**config.mk**
```make
export PLATFORM = sky130hd
export DESIGN_NAME = dfm_mul
export DESIGN_NICKNAME = d
export VERILOG_FILES = /design/src/rtl/dfm_pkg.sv /design/src/rtl/dfm_csa.sv /design/src/rtl/dfm_qest.sv /design/src/rtl/dfm_mul.sv
export SDC_FILE = /design/constraint.sdc
export NUM_CORES = 1
export LEC_CHECK = 0
export BUFFER_PORTS_ARGS = -buffer_cell sky130_fd_sc_hd__buf_2
export CAP_MARGIN = 20
export CORE_UTILIZATION = 45
export CTS_CLUSTER_SIZE = 30
export DETAILED_ROUTE_END_ITERATION = 16
export HOLD_SLACK_MARGIN = 0.03
export PLACE_DENSITY_LB_ADDON = 0.12
export SLEW_MARGIN = 20
export SYNTH_ARGS = -nofsm -noshare
export SYNTH_HDL_FRONTEND = slang
export SYNTH_SLANG_ARGS = --single-unit
```
**constraint.sdc**
```tcl
create_clock -name clk -period 7.67 [get_ports clk]
set_input_delay 0.767 -clock clk [delete_from_list [all_inputs] [get_ports clk]]
set_output_delay 0.767 -clock clk [all_outputs]
set_load 0.05 [all_outputs]
```
**src/rtl/dfm_pkg.sv**
```systemverilog
package dfm_pkg;

    typedef enum logic {
        FIELD_PRIME = 1'b0,
        FIELD_BIN   = 1'b1
    } field_e;

    typedef enum logic [2:0] {
        ST_IDLE,
        ST_STEP,
        ST_MERGE,
        ST_TRIM1,
        ST_TRIM2
    } state_e;

endpackage

```
**src/rtl/dfm_csa.sv**
```systemverilog
// Row of 3:2 compressors. When carry_en is low the row is a plain
// three-way XOR, which is the carry-free polynomial addition.
module dfm_csa #(
    parameter int N = 18
) (
    input  logic [N-1:0] x,
    input  logic [N-1:0] y,
    input  logic [N-1:0] z,
    input  logic         carry_en,
    output logic [N-1:0] sum,
    output logic [N-1:0] cry
);

    assign cry[0] = 1'b0;

    for (genvar i = 0; i < N; i++) begin : g_bit
        assign sum[i] = x[i] ^ y[i] ^ z[i];
        if (i < N - 1) begin : g_carry
            assign cry[i+1] = carry_en & ((x[i] & y[i]) | (x[i] & z[i]) | (y[i] & z[i]));
        end
    end

endmodule

```
**src/rtl/dfm_qest.sv**
```systemverilog
// Quotient estimate for the integer step. The top EB bits of the sum
// and carry vectors give a lower bound on the accumulator. The largest
// multiple k*P that does not exceed twice that bound is returned.
module dfm_qest #(
    parameter int W  = 16,
    parameter int AW = W + 2,
    parameter int EB = 5
) (
    input  logic [EB-1:0] s_top,
    input  logic [EB-1:0] c_top,
    input  logic [W-1:0]  modulus,
    output logic [AW-1:0] sub
);

    localparam int QMAX  = 5;
    localparam int MW    = W + 3;
    localparam int SHIFT = W - 2;
    localparam logic [MW-1:0] ROUND = MW'((64'd1 << SHIFT) - 64'd1);

    logic [EB-1:0] est;
    logic [EB-1:0] lower;
    logic [AW-1:0] multiple [1:QMAX];
    logic          fits     [1:QMAX];

    // The truncated sum may be one below the true top field. All ones
    // can only be the wrapped form of zero.
    assign est   = s_top + c_top;
    assign lower = (est == '1) ? '0 : est;

    for (genvar k = 1; k <= QMAX; k++) begin : g_mult
        logic [MW-1:0] mult;
        logic [EB-1:0] thr;
        assign mult        = MW'(k) * MW'(modulus);
        assign thr         = EB'((mult + ROUND) >> SHIFT);
        assign multiple[k] = AW'(mult);
        assign fits[k]     = (thr <= lower);
    end

    always_comb begin
        sub = '0;
        for (int k = 1; k <= QMAX; k++) begin
            if (fits[k]) begin
                sub = multiple[k];
            end
        end
    end

endmodule

```
**src/rtl/dfm_mul.sv**
```systemverilog
module dfm_mul #(
    parameter int W = 16
) (
    input  logic         clk,
    input  logic         rst_n,
    input  logic         start,
    input  logic         field_sel,
    input  logic [W-1:0] op_a,
    input  logic [W-1:0] op_b,
    input  logic [W-1:0] modulus,
    output logic         busy,
    output logic         done,
    output logic [W-1:0] result
);

    import dfm_pkg::*;

    localparam int AW = W + 2;
    localparam int EB = 5;
    localparam int CW = (W > 1) ? $clog2(W) : 1;

    state_e         state, state_n;
    field_e         fld_q;
    logic [W-1:0]   a_q, b_q, p_q;
    logic [CW-1:0]  cnt;
    logic [AW-1:0]  acc_s, acc_c;
    logic [W-1:0]   result_q;
    logic           done_q;

    logic           is_prime;
    logic           last_step;
    logic [AW-1:0]  add_a;
    logic [AW-1:0]  red_term;
    logic [AW-1:0]  sub;
    logic [AW-1:0]  s1, c1, s2, c2raw, c2;
    logic [AW-1:0]  merged;
    logic [AW-1:0]  p_ext;
    logic [AW-1:0]  diff;
    logic           ge_p;

    assign is_prime  = (fld_q == FIELD_PRIME);
    assign last_step = (cnt == '0);

    // ---------------- step datapath ----------------
    assign add_a = b_q[cnt] ? AW'(a_q) : '0;
    assign p_ext = AW'(p_q);

    dfm_qest #(.W(W), .AW(AW), .EB(EB)) u_qest (
        .s_top   (acc_s[AW-1 -: EB]),
        .c_top   (acc_c[AW-1 -: EB]),
        .modulus (p_q),
        .sub     (sub)
    );

    // Integer: subtract q*P as ~(q*P) plus one carried in at bit 0.
    // Binary: clear bit W by XOR with x^W + F(x) when the shift sets it.
    always_comb begin
        if (is_prime) begin
            red_term = ~sub;
        end else if (acc_s[W-1]) begin
            red_term = p_ext | (AW'(1) << W);
        end else begin
            red_term = '0;
        end
    end

    dfm_csa #(.N(AW)) u_csa_add (
        .x        (acc_s << 1),
        .y        (acc_c << 1),
        .z        (add_a),
        .carry_en (is_prime),
        .sum      (s1),
        .cry      (c1)
    );

    dfm_csa #(.N(AW)) u_csa_red (
        .x        (s1),
        .y        (c1),
        .z        (red_term),
        .carry_en (is_prime),
        .sum      (s2),
        .cry      (c2raw)
    );

    assign c2     = {c2raw[AW-1:1], is_prime};
    assign merged = acc_s + acc_c;
    assign ge_p   = (acc_s >= p_ext);
    assign diff   = acc_s - p_ext;

    // ---------------- state register ----------------
    always_comb begin
        state_n = state;
        unique case (state)
            ST_IDLE:  if (start) state_n = ST_STEP;
            ST_STEP:  if (last_step) state_n = is_prime ? ST_MERGE : ST_IDLE;
            ST_MERGE: state_n = ST_TRIM1;
            ST_TRIM1: state_n = ST_TRIM2;
            ST_TRIM2: state_n = ST_IDLE;
            default:  state_n = ST_IDLE;
        endcase
    end

    always_ff @(posedge clk or negedge rst_n) begin
        if (!rst_n) begin
            state <= ST_IDLE;
        end else begin
            state <= state_n;
        end
    end

    // ---------------- data and output registers ----------------
    always_ff @(posedge clk or negedge rst_n) begin
        if (!rst_n) begin
            fld_q    <= FIELD_PRIME;
            a_q      <= '0;
            b_q      <= '0;
            p_q      <= '0;
            cnt      <= '0;
            acc_s    <= '0;
            acc_c    <= '0;
            result_q <= '0;
            done_q   <= 1'b0;
        end else begin
            done_q <= 1'b0;
            unique case (state)
                ST_IDLE: begin
                    if (start) begin
                        fld_q <= field_e'(field_sel);
                        a_q   <= op_a;
                        b_q   <= op_b;
                        p_q   <= modulus;
                        cnt   <= CW'(W - 1);
                        acc_s <= '0;
                        acc_c <= '0;
                    end
                end
                ST_STEP: begin
                    acc_s <= s2;
                    acc_c <= c2;
                    cnt   <= cnt - 1'b1;
                    if (last_step && !is_prime) begin
                        result_q <= W'(s2);
                        done_q   <= 1'b1;
                    end
                end
                ST_MERGE: begin
                    acc_s <= merged;
                    acc_c <= '0;
                end
                ST_TRIM1: begin
                    if (ge_p) acc_s <= diff;
                end
                ST_TRIM2: begin
                    result_q <= W'(ge_p ? diff : acc_s);
                    done_q   <= 1'b1;
                end
                default: ;
            endcase
        end
    end

    assign busy   = (state != ST_IDLE);
    assign done   = done_q;
    assign result = result_q;

endmodule

```
==> results of run 1 <==
==> sequential cells by signal, indices dropped and copies added, names as in the netlist <==
name    cells
b_q        16
result     16
acc_c      18
state       3
cnt         4
a_q        16
acc_s      18
fld_q       1
p_q        16
done        1
==> layout by cell type (no fill, tap or decap), drive strengths merged, types with 8 or more instances in the layout <==
master / count
a211oi: 17
a21o: 26
a21oi: 80
a221oi: 12
a31oi: 9
and2: 25
buf: 77
clkbuf: 9
dfrtp: 109
fa: 35
ha: 123
inv: 60
mux2: 37
mux2i: 11
nand2: 115
nand2b: 22
nand3: 22
nor2: 78
nor2b: 13
nor3: 14
nor4: 8
o211ai: 8
o21a: 16
o21ai: 107
o221ai: 15
o22ai: 9
or2: 10
xnor2: 50
xor2: 24
==> area by class of cell <==
cell class | count | area [µm²] | share of cell area (%)
diodes | 1 | 2.50 | 0.0215
clock buffers | 9 | 225 | 1.93
clock inverters | 7 | 77.6 | 0.665
inverters | 57 | 214 | 1.83
multi-input cells | 989 | 7610 | 65.2
flip-flops and latches | 109 | 2730 | 23.4
well taps | 319 | 399 | 3.42
repair buffers | 77 | 408 | 3.50
==> layer usage <==
metal	vias to the layer above	global-route usage [%]	share of wire [%]
li1	4475	-	-
met1	4584	39.3	47
met2	293	44.7	46
met3	29	3.46	5.0
met4	0	6.96	1.5
met5	-	0	0
==> how the worst min path moves through the flow <==
stage	slack [ns]	startpoint	endpoint	cells past startpoint
floorplan	0.45	acc_c[15]	acc_c[15]	2
global placement	0.48	a_q[2]	a_q[2]	1
detailed placement	0.48	result[15]	result[15]	2
CTS	0.47	rst_n	p_q[9]	1
global route	0.50	rst_n	p_q[9]	1
finish	0.45	rst_n	p_q[11]	1
==> synthesized netlist by cell type, drive strengths merged, types with 26 or more instances <==
cell      n  area (µm²)
a21oi    80         400
fa       35         701
mux2     37         417
a21o     26         206
dfrtp   109        2730
o21ai   107         536
inv      57         214
xnor2    50         457
nor2     78         303
nand2   115         432
clkbuf   47         176
ha      123        1540
==> cell families after synthesis <==
group	synth area share [%]
buf+inv	3.97
fa+ha+maj	20.8
compound gates	22.6
mux	5.95
simple gates	15.1
xor+xnor	6.20
flops	25.4
==> through the flow <==
step                cells  hold WS (ns)  area [µm²]  utilization (%)
finish               1568         0.450       11700             49.7
global route         1567         0.500       11700             49.7
CTS                  1567         0.467       11700             49.7
detailed placement   1551         0.480       11400             48.4
global placement     1551         0.483       11400             48.4
floorplan            1209         0.454       10800                -
==> worst max-delay path: stages (launching register included) <==
cell and delay, ns:
sky130_fd_sc_hd__dfrtp_1 0.57, sky130_fd_sc_hd__ha_1 0.31, sky130_fd_sc_hd__ha_1 0.23, sky130_fd_sc_hd__inv_1 0.08, sky130_fd_sc_hd__fa_1 0.22, sky130_fd_sc_hd__nor2b_1 0.08, sky130_fd_sc_hd__o2111ai_1 0.41, sky130_fd_sc_hd__a21boi_1 0.16
sky130_fd_sc_hd__o21a_1 0.20, sky130_fd_sc_hd__or3_1 0.34, sky130_fd_sc_hd__a211oi_2 0.34, sky130_fd_sc_hd__a41oi_1 0.27, sky130_fd_sc_hd__nor3b_2 0.24, sky130_fd_sc_hd__xnor2_1 0.19, sky130_fd_sc_hd__ha_1 0.28, sky130_fd_sc_hd__nand4_1 0.10
sky130_fd_sc_hd__mux2i_1 0.07, sky130_fd_sc_hd__a21oi_1 0.76, sky130_fd_sc_hd__nor2b_1 0.58, sky130_fd_sc_hd__and2_1 0.47, sky130_fd_sc_hd__o31ai_1 0.13, sky130_fd_sc_hd__a21oi_1 0.14, sky130_fd_sc_hd__a2111o_1 0.15, sky130_fd_sc_hd__fa_1 0.44
sky130_fd_sc_hd__a222oi_1 0.35, sky130_fd_sc_hd__o21ai_0 0.14
==> impl_metrics.xml, run 1 <==
<?xml version="1.0" encoding="UTF-8"?>
<metrics>
  <group name="clocking">
    <metric name="numClockSinks" unit="">109</metric>
    <metric name="tritoncts" unit="">built</metric>
    <metric name="post_cts_hold_buffer_count" unit="">0</metric>
    <metric name="max-clock-path-buffers" unit="">2</metric>
    <metric name="cts.root.buffer_cell" unit="">sky130_fd_sc_hd__clkbuf_16</metric>
    <metric name="path_clk_slew" unit="ns">0.09</metric>
    <metric name="cts_resized" unit="">0</metric>
    <metric name="numCtsBuffers" unit="">9</metric>
    <metric name="ctsHtreeMaxLevel" unit="">3</metric>
    <metric name="post_cts.repair.setup_buffers" unit="">0</metric>
    <metric name="clock_latency" unit="ns">0.38</metric>
  </group>
  <group name="timing">
    <metric name="finalSetupViolations" unit="">0</metric>
    <metric name="setup_total_negative_slack" unit="ns">0</metric>
    <metric name="maxClockFrequency" unit="MHz">135</metric>
    <metric name="layout_min_cycle_time" unit="ns">7.38</metric>
    <metric name="worst_slew_margin_rel" unit="%">31.0</metric>
    <metric name="report.final.slew_viol_count" unit="">0</metric>
    <metric name="hold_violations" unit="">0</metric>
    <metric name="clock_skew" unit="ns">0.0153</metric>
    <metric name="final.period_utilization" unit="%">96.3</metric>
    <metric name="worst_slew_pin_slew" unit="ns">1.03</metric>
    <metric name="postLayoutSetupSlackWorst" unit="ns">0.285</metric>
    <metric name="setup_repair_after_global_routing_missed_its_margin" unit="">false</metric>
  </group>
  <group name="global_route">
    <metric name="grt_start_max_net_pins" unit="">69</metric>
    <metric name="first_global_vias" unit="">8793</metric>
    <metric name="grt_pass1_wl" unit="µm">51500</metric>
    <metric name="global_route.usage.total" unit="%">27.8</metric>
    <metric name="globalRoute.totalOverflow" unit="">0</metric>
    <metric name="antenna_found_initial" unit="">0</metric>
  </group>
  <group name="placement">
    <metric name="place_congestion" unit="">0.923</metric>
    <metric name="io_buffer_count" unit="">69</metric>
    <metric name="dp.final_hpwl" unit="µm">24800</metric>
    <metric name="dp_worst_setup_slack" unit="ns">0.659</metric>
  </group>
  <group name="routing">
    <metric name="detail_route.vias_per_cell" unit="">5.98</metric>
    <metric name="drt-initial-drc-count" unit="">591</metric>
    <metric name="average_wire_per_standard_cell" unit="µm">21.1</metric>
    <metric name="drc_errors" unit="">0</metric>
    <metric name="routed_wirelength" unit="µm">33000</metric>
    <metric name="detailroute.via_count" unit="">9381</metric>
    <metric name="drt_pre_antenna_iters" unit="">5</metric>
    <metric name="detail-route-antenna-nets" unit="">0</metric>
  </group>
  <group name="floorplanning">
    <metric name="die_width" unit="µm">157</metric>
    <metric name="fp-row-count" unit="">56</metric>
    <metric name="floorplan.initialDensity" unit="%">45.8</metric>
    <metric name="ios" unit="">70</metric>
    <metric name="die_y" unit="µm">157</metric>
    <metric name="coreArea" unit="µm²">23500</metric>
    <metric name="design.die.area" unit="µm²">24500</metric>
  </group>
  <group name="critical_path">
    <metric name="critical_path_rt" unit="ns">7.91</metric>
    <metric name="crit_fanout" unit="">9</metric>
    <metric name="regToRegEndpoint" unit="">acc_s[16]</metric>
    <metric name="setup.worst_path.end_class" unit="">flip-flop</metric>
    <metric name="setup.worst_path.class" unit="">flip-flop to flip-flop</metric>
    <metric name="crit_path_start" unit="">p_q[3]</metric>
    <metric name="r2r_setup_slack" unit="ns">0.29</metric>
    <metric name="worstReg2RegStart" unit="">p_q[3]</metric>
    <metric name="crit_path_start_kind" unit="">flip-flop</metric>
    <metric name="timing.reg2reg.worst_path_depth" unit="">25</metric>
    <metric name="timing.critical_path.to" unit="">acc_s[16]</metric>
    <metric name="arrival_time_of_the_worst_setup_path" unit="ns">7.63</metric>
  </group>
  <group name="logic_synthesis">
    <metric name="post_syn_area" unit="µm²">10800</metric>
    <metric name="netlist_instances" unit="">1209</metric>
    <metric name="synth_area_per_cell" unit="µm²">8.90</metric>
    <metric name="main_flop_type_after_synthesis" unit="">sky130_fd_sc_hd__dfrtp_1</metric>
    <metric name="yosysSeqAreaShare" unit="%">25.4</metric>
    <metric name="ys_ff_latch" unit="">109</metric>
    <metric name="synth-edff-count" unit="">0</metric>
    <metric name="post_synth_num_cell_types" unit="">78</metric>
    <metric name="yosys_warnings" unit="">0</metric>
    <metric name="mappedNetlistNets" unit="">1419</metric>
    <metric name="async_reset_ff_share" unit="%">100</metric>
  </group>
  <group name="finish">
    <metric name="nNetsFinal" unit="">1453</metric>
    <metric name="area_growth_syn_to_layout" unit="%">8.46</metric>
    <metric name="fillers" unit="">2263</metric>
    <metric name="post_route_cells_drive_above_1_share" unit="%">13.1</metric>
  </group>
  <group name="hold_path">
    <metric name="hold_path.class" unit="">primary input to async pin</metric>
  </group>
  <group name="outcome">
    <metric name="outcome" unit="">finished clean</metric>
  </group>
  <group name="run">
    <metric name="timing.max_cap.violations" unit="">0</metric>
  </group>
</metrics>
Power of run 1 is not shown: default switching activity piles up to over one toggle a cycle in this logic, so the estimate is an artifact.
==> inputs of run 2 (changes only) <==
CORE_UTILIZATION = 30   (was 45)
==> run 2 against run 1 <==
Sequential share of layout area is 0.30 points lower. Clock-buffer cell count up 2. Routed wire length increased by 9.1%. Maximum frequency rose by 0.86%. Final area is 1.3% higher. Cell count is 8.5% higher. Via count down 1.4%. Critical path depth unchanged. Register-to-register slack better by 0.06 ns. Utilization down 16 points. First-iteration DRC count grew 22%. Non-clock buffer count decreased by 1.
==> impl_metrics.xml, run 2 (synthesis gave the netlist of run 1 again) <==
<?xml version="1.0" encoding="UTF-8"?>
<metrics>
  <group name="timing">
    <metric name="maxClockFrequency" unit="MHz">137</metric>
    <metric name="report.final.slew_viol_count" unit="">0</metric>
    <metric name="clock_skew" unit="ns">0.0115</metric>
    <metric name="final.period_utilization" unit="%">95.5</metric>
    <metric name="worst_slew_pin_slew" unit="ns">1.06</metric>
    <metric name="layout_min_cycle_time" unit="ns">7.32</metric>
    <metric name="setup_repair_after_global_routing_missed_its_margin" unit="">false</metric>
    <metric name="finalSetupViolations" unit="">0</metric>
    <metric name="setup_total_negative_slack" unit="ns">0</metric>
    <metric name="worst_slew_margin_rel" unit="%">29.4</metric>
    <metric name="hold_violations" unit="">0</metric>
  </group>
  <group name="placement">
    <metric name="number_of_placed_instances_with_taps_included" unit="">1686</metric>
    <metric name="place_congestion" unit="">0.921</metric>
    <metric name="dp.final_hpwl" unit="µm">27300</metric>
    <metric name="io_buffer_count" unit="">69</metric>
    <metric name="placed_area" unit="µm²">11500</metric>
  </group>
  <group name="critical_path">
    <metric name="slowest_stage" unit="">sky130_fd_sc_hd__nor2b_1</metric>
    <metric name="crit_fanout" unit="">11</metric>
    <metric name="crit_path_start_kind" unit="">flip-flop</metric>
    <metric name="setup.worst_path.end_class" unit="">flip-flop</metric>
    <metric name="arrival_time_of_the_worst_setup_path" unit="ns">7.56</metric>
    <metric name="critical_path_rt" unit="ns">7.91</metric>
    <metric name="cpMostUsedCell" unit="">sky130_fd_sc_hd__ha_1</metric>
    <metric name="cp_slowest_stage_delay" unit="ns">0.59</metric>
    <metric name="setup.worst_path.class" unit="">flip-flop to flip-flop</metric>
  </group>
  <group name="finish">
    <metric name="final-instance-count-excl-fill" unit="">1702</metric>
    <metric name="mostFrequentLayoutCells" unit="">sky130_fd_sc_hd__ha_1, sky130_fd_sc_hd__nand2_1, sky130_fd_sc_hd__dfrtp_1</metric>
    <metric name="area_growth_syn_to_layout" unit="%">9.88</metric>
    <metric name="postLayoutCoreUtil" unit="%">33.9</metric>
    <metric name="post_route_cells_drive_above_1_share" unit="%">12.9</metric>
    <metric name="antenna_cells_inserted" unit="">0</metric>
    <metric name="nNetsFinal" unit="">1452</metric>
    <metric name="fillers" unit="">3696</metric>
    <metric name="final_cell_area" unit="µm²">11800</metric>
    <metric name="top_regs" unit="">acc_c x18, acc_s x18</metric>
    <metric name="layout.cells.most_common" unit="">sky130_fd_sc_hd__ha_1</metric>
  </group>
  <group name="clocking">
    <metric name="tritoncts" unit="">built</metric>
    <metric name="post_cts.repair.setup_buffers" unit="">0</metric>
    <metric name="clock_latency" unit="ns">0.38</metric>
    <metric name="numCtsBuffers" unit="">9</metric>
    <metric name="path_clk_slew" unit="ns">0.08</metric>
    <metric name="cts.root.buffer_cell" unit="">sky130_fd_sc_hd__clkbuf_16</metric>
    <metric name="numClockSinks" unit="">109</metric>
    <metric name="post_cts_hold_buffer_count" unit="">0</metric>
    <metric name="ctsHtreeMaxLevel" unit="">3</metric>
    <metric name="max-clock-path-buffers" unit="">2</metric>
  </group>
  <group name="global_route">
    <metric name="antenna_found_initial" unit="">0</metric>
    <metric name="first_global_vias" unit="">9221</metric>
    <metric name="global_route.usage.total" unit="%">20.2</metric>
    <metric name="grt_pass1_wl" unit="µm">55800</metric>
    <metric name="grt_start_max_net_pins" unit="">69</metric>
    <metric name="globalRoute.totalOverflow" unit="">0</metric>
  </group>
  <group name="floorplanning">
    <metric name="fp-row-count" unit="">68</metric>
    <metric name="ios" unit="">70</metric>
    <metric name="floorplan.initialDensity" unit="%">30.8</metric>
    <metric name="coreArea" unit="µm²">34900</metric>
    <metric name="die_y" unit="µm">191</metric>
    <metric name="design.die.area" unit="µm²">36600</metric>
    <metric name="die_width" unit="µm">191</metric>
  </group>
  <group name="routing">
    <metric name="detailroute.via_count" unit="">9250</metric>
    <metric name="routed_wirelength" unit="µm">36000</metric>
    <metric name="drt_pre_antenna_iters" unit="">6</metric>
    <metric name="drc_errors" unit="">0</metric>
    <metric name="drt-initial-drc-count" unit="">722</metric>
    <metric name="average_wire_per_standard_cell" unit="µm">21.2</metric>
    <metric name="detail-route-antenna-nets" unit="">0</metric>
    <metric name="detail_route.vias_per_cell" unit="">5.43</metric>
  </group>
  <group name="run">
    <metric name="timing.max_cap.violations" unit="">0</metric>
  </group>
  <group name="outcome">
    <metric name="outcome" unit="">finished clean</metric>
  </group>
  <group name="hold_path">
    <metric name="hold_path.class" unit="">primary input to async pin</metric>
  </group>
</metrics>
[run 2: cell count changes in the layout (fill, tap and decap cells not counted), sizes merged]
cell / previous run / this run
clkinv: 4 / 1
clkbuf: 9 / 11
buf: 77 / 76
diode: 1 / 0
inv: 60 / 61
[run 2: worst max-delay path: cells and delay by family, from the launching register on]
family	cells	cell delay [ns]
and+or+nand+nor	6	1.69
adders and majority gates	5	1.83
xor gates and xnor gates	1	0.14
muxes	1	0.09
DFF	1	0.53
buffers and inverters	1	0.07
AOI/OAI and AO/OA	11	2.86
[run 2: path summary, 6_finish.rpt]
path	endpoint	slack [ns]	startpoint	depth (start not counted)
setup / recovery	acc_s[12]	0.35	p_q[3]	25
hold / removal	a_q[3]	0.43	rst_n	1
setup reg to reg	acc_s[12]	0.35	p_q[3]	25
hold reg to reg	a_q[6]	0.50	a_q[6]	1
max in group asynchronous	p_q[7]	5.94	rst_n	2
min in group clk	a_q[6]	0.50	a_q[6]	1
[run 2: cell type report]
class,count,area (µm²),share of cell area [%]
clock inverters,5,51.3,0.434
clock buffers,11,243,2.05
well taps,455,569,4.82
repair buffers,76,400,3.39
flip-flops and latches,109,2730,23.1
multi-input cells,989,7610,64.4
inverters,57,214,1.81
[run 2: metal layers]
layer  vias up  share of wire [%]  GRT usage, %
met5         -                  0             0
met4         0                1.5          4.61
met3        34                4.1          2.64
met2       221                 46          32.7
met1      4530                 48          28.4
li1       4465                  -             -
[run 2: per-stage QoR]
stage / setup WS (ns) / hold slack (ns)
after global routing: 0.00740 / 0.495
after CTS: 0.269 / 0.469
after global placement: 0.241 / 0.484
final: 0.349 / 0.433
after floorplan: 1.86 / 0.454
after detailed placement: 0.325 / 0.488
[run 2: repair_timing]
action / CTS / global route
gates resized for setup: 0 / 1
endpoints found under the setup margin: 0 / 17
hold endpoints to repair: 0 / 0
Power of run 2 is left out for the same reason.
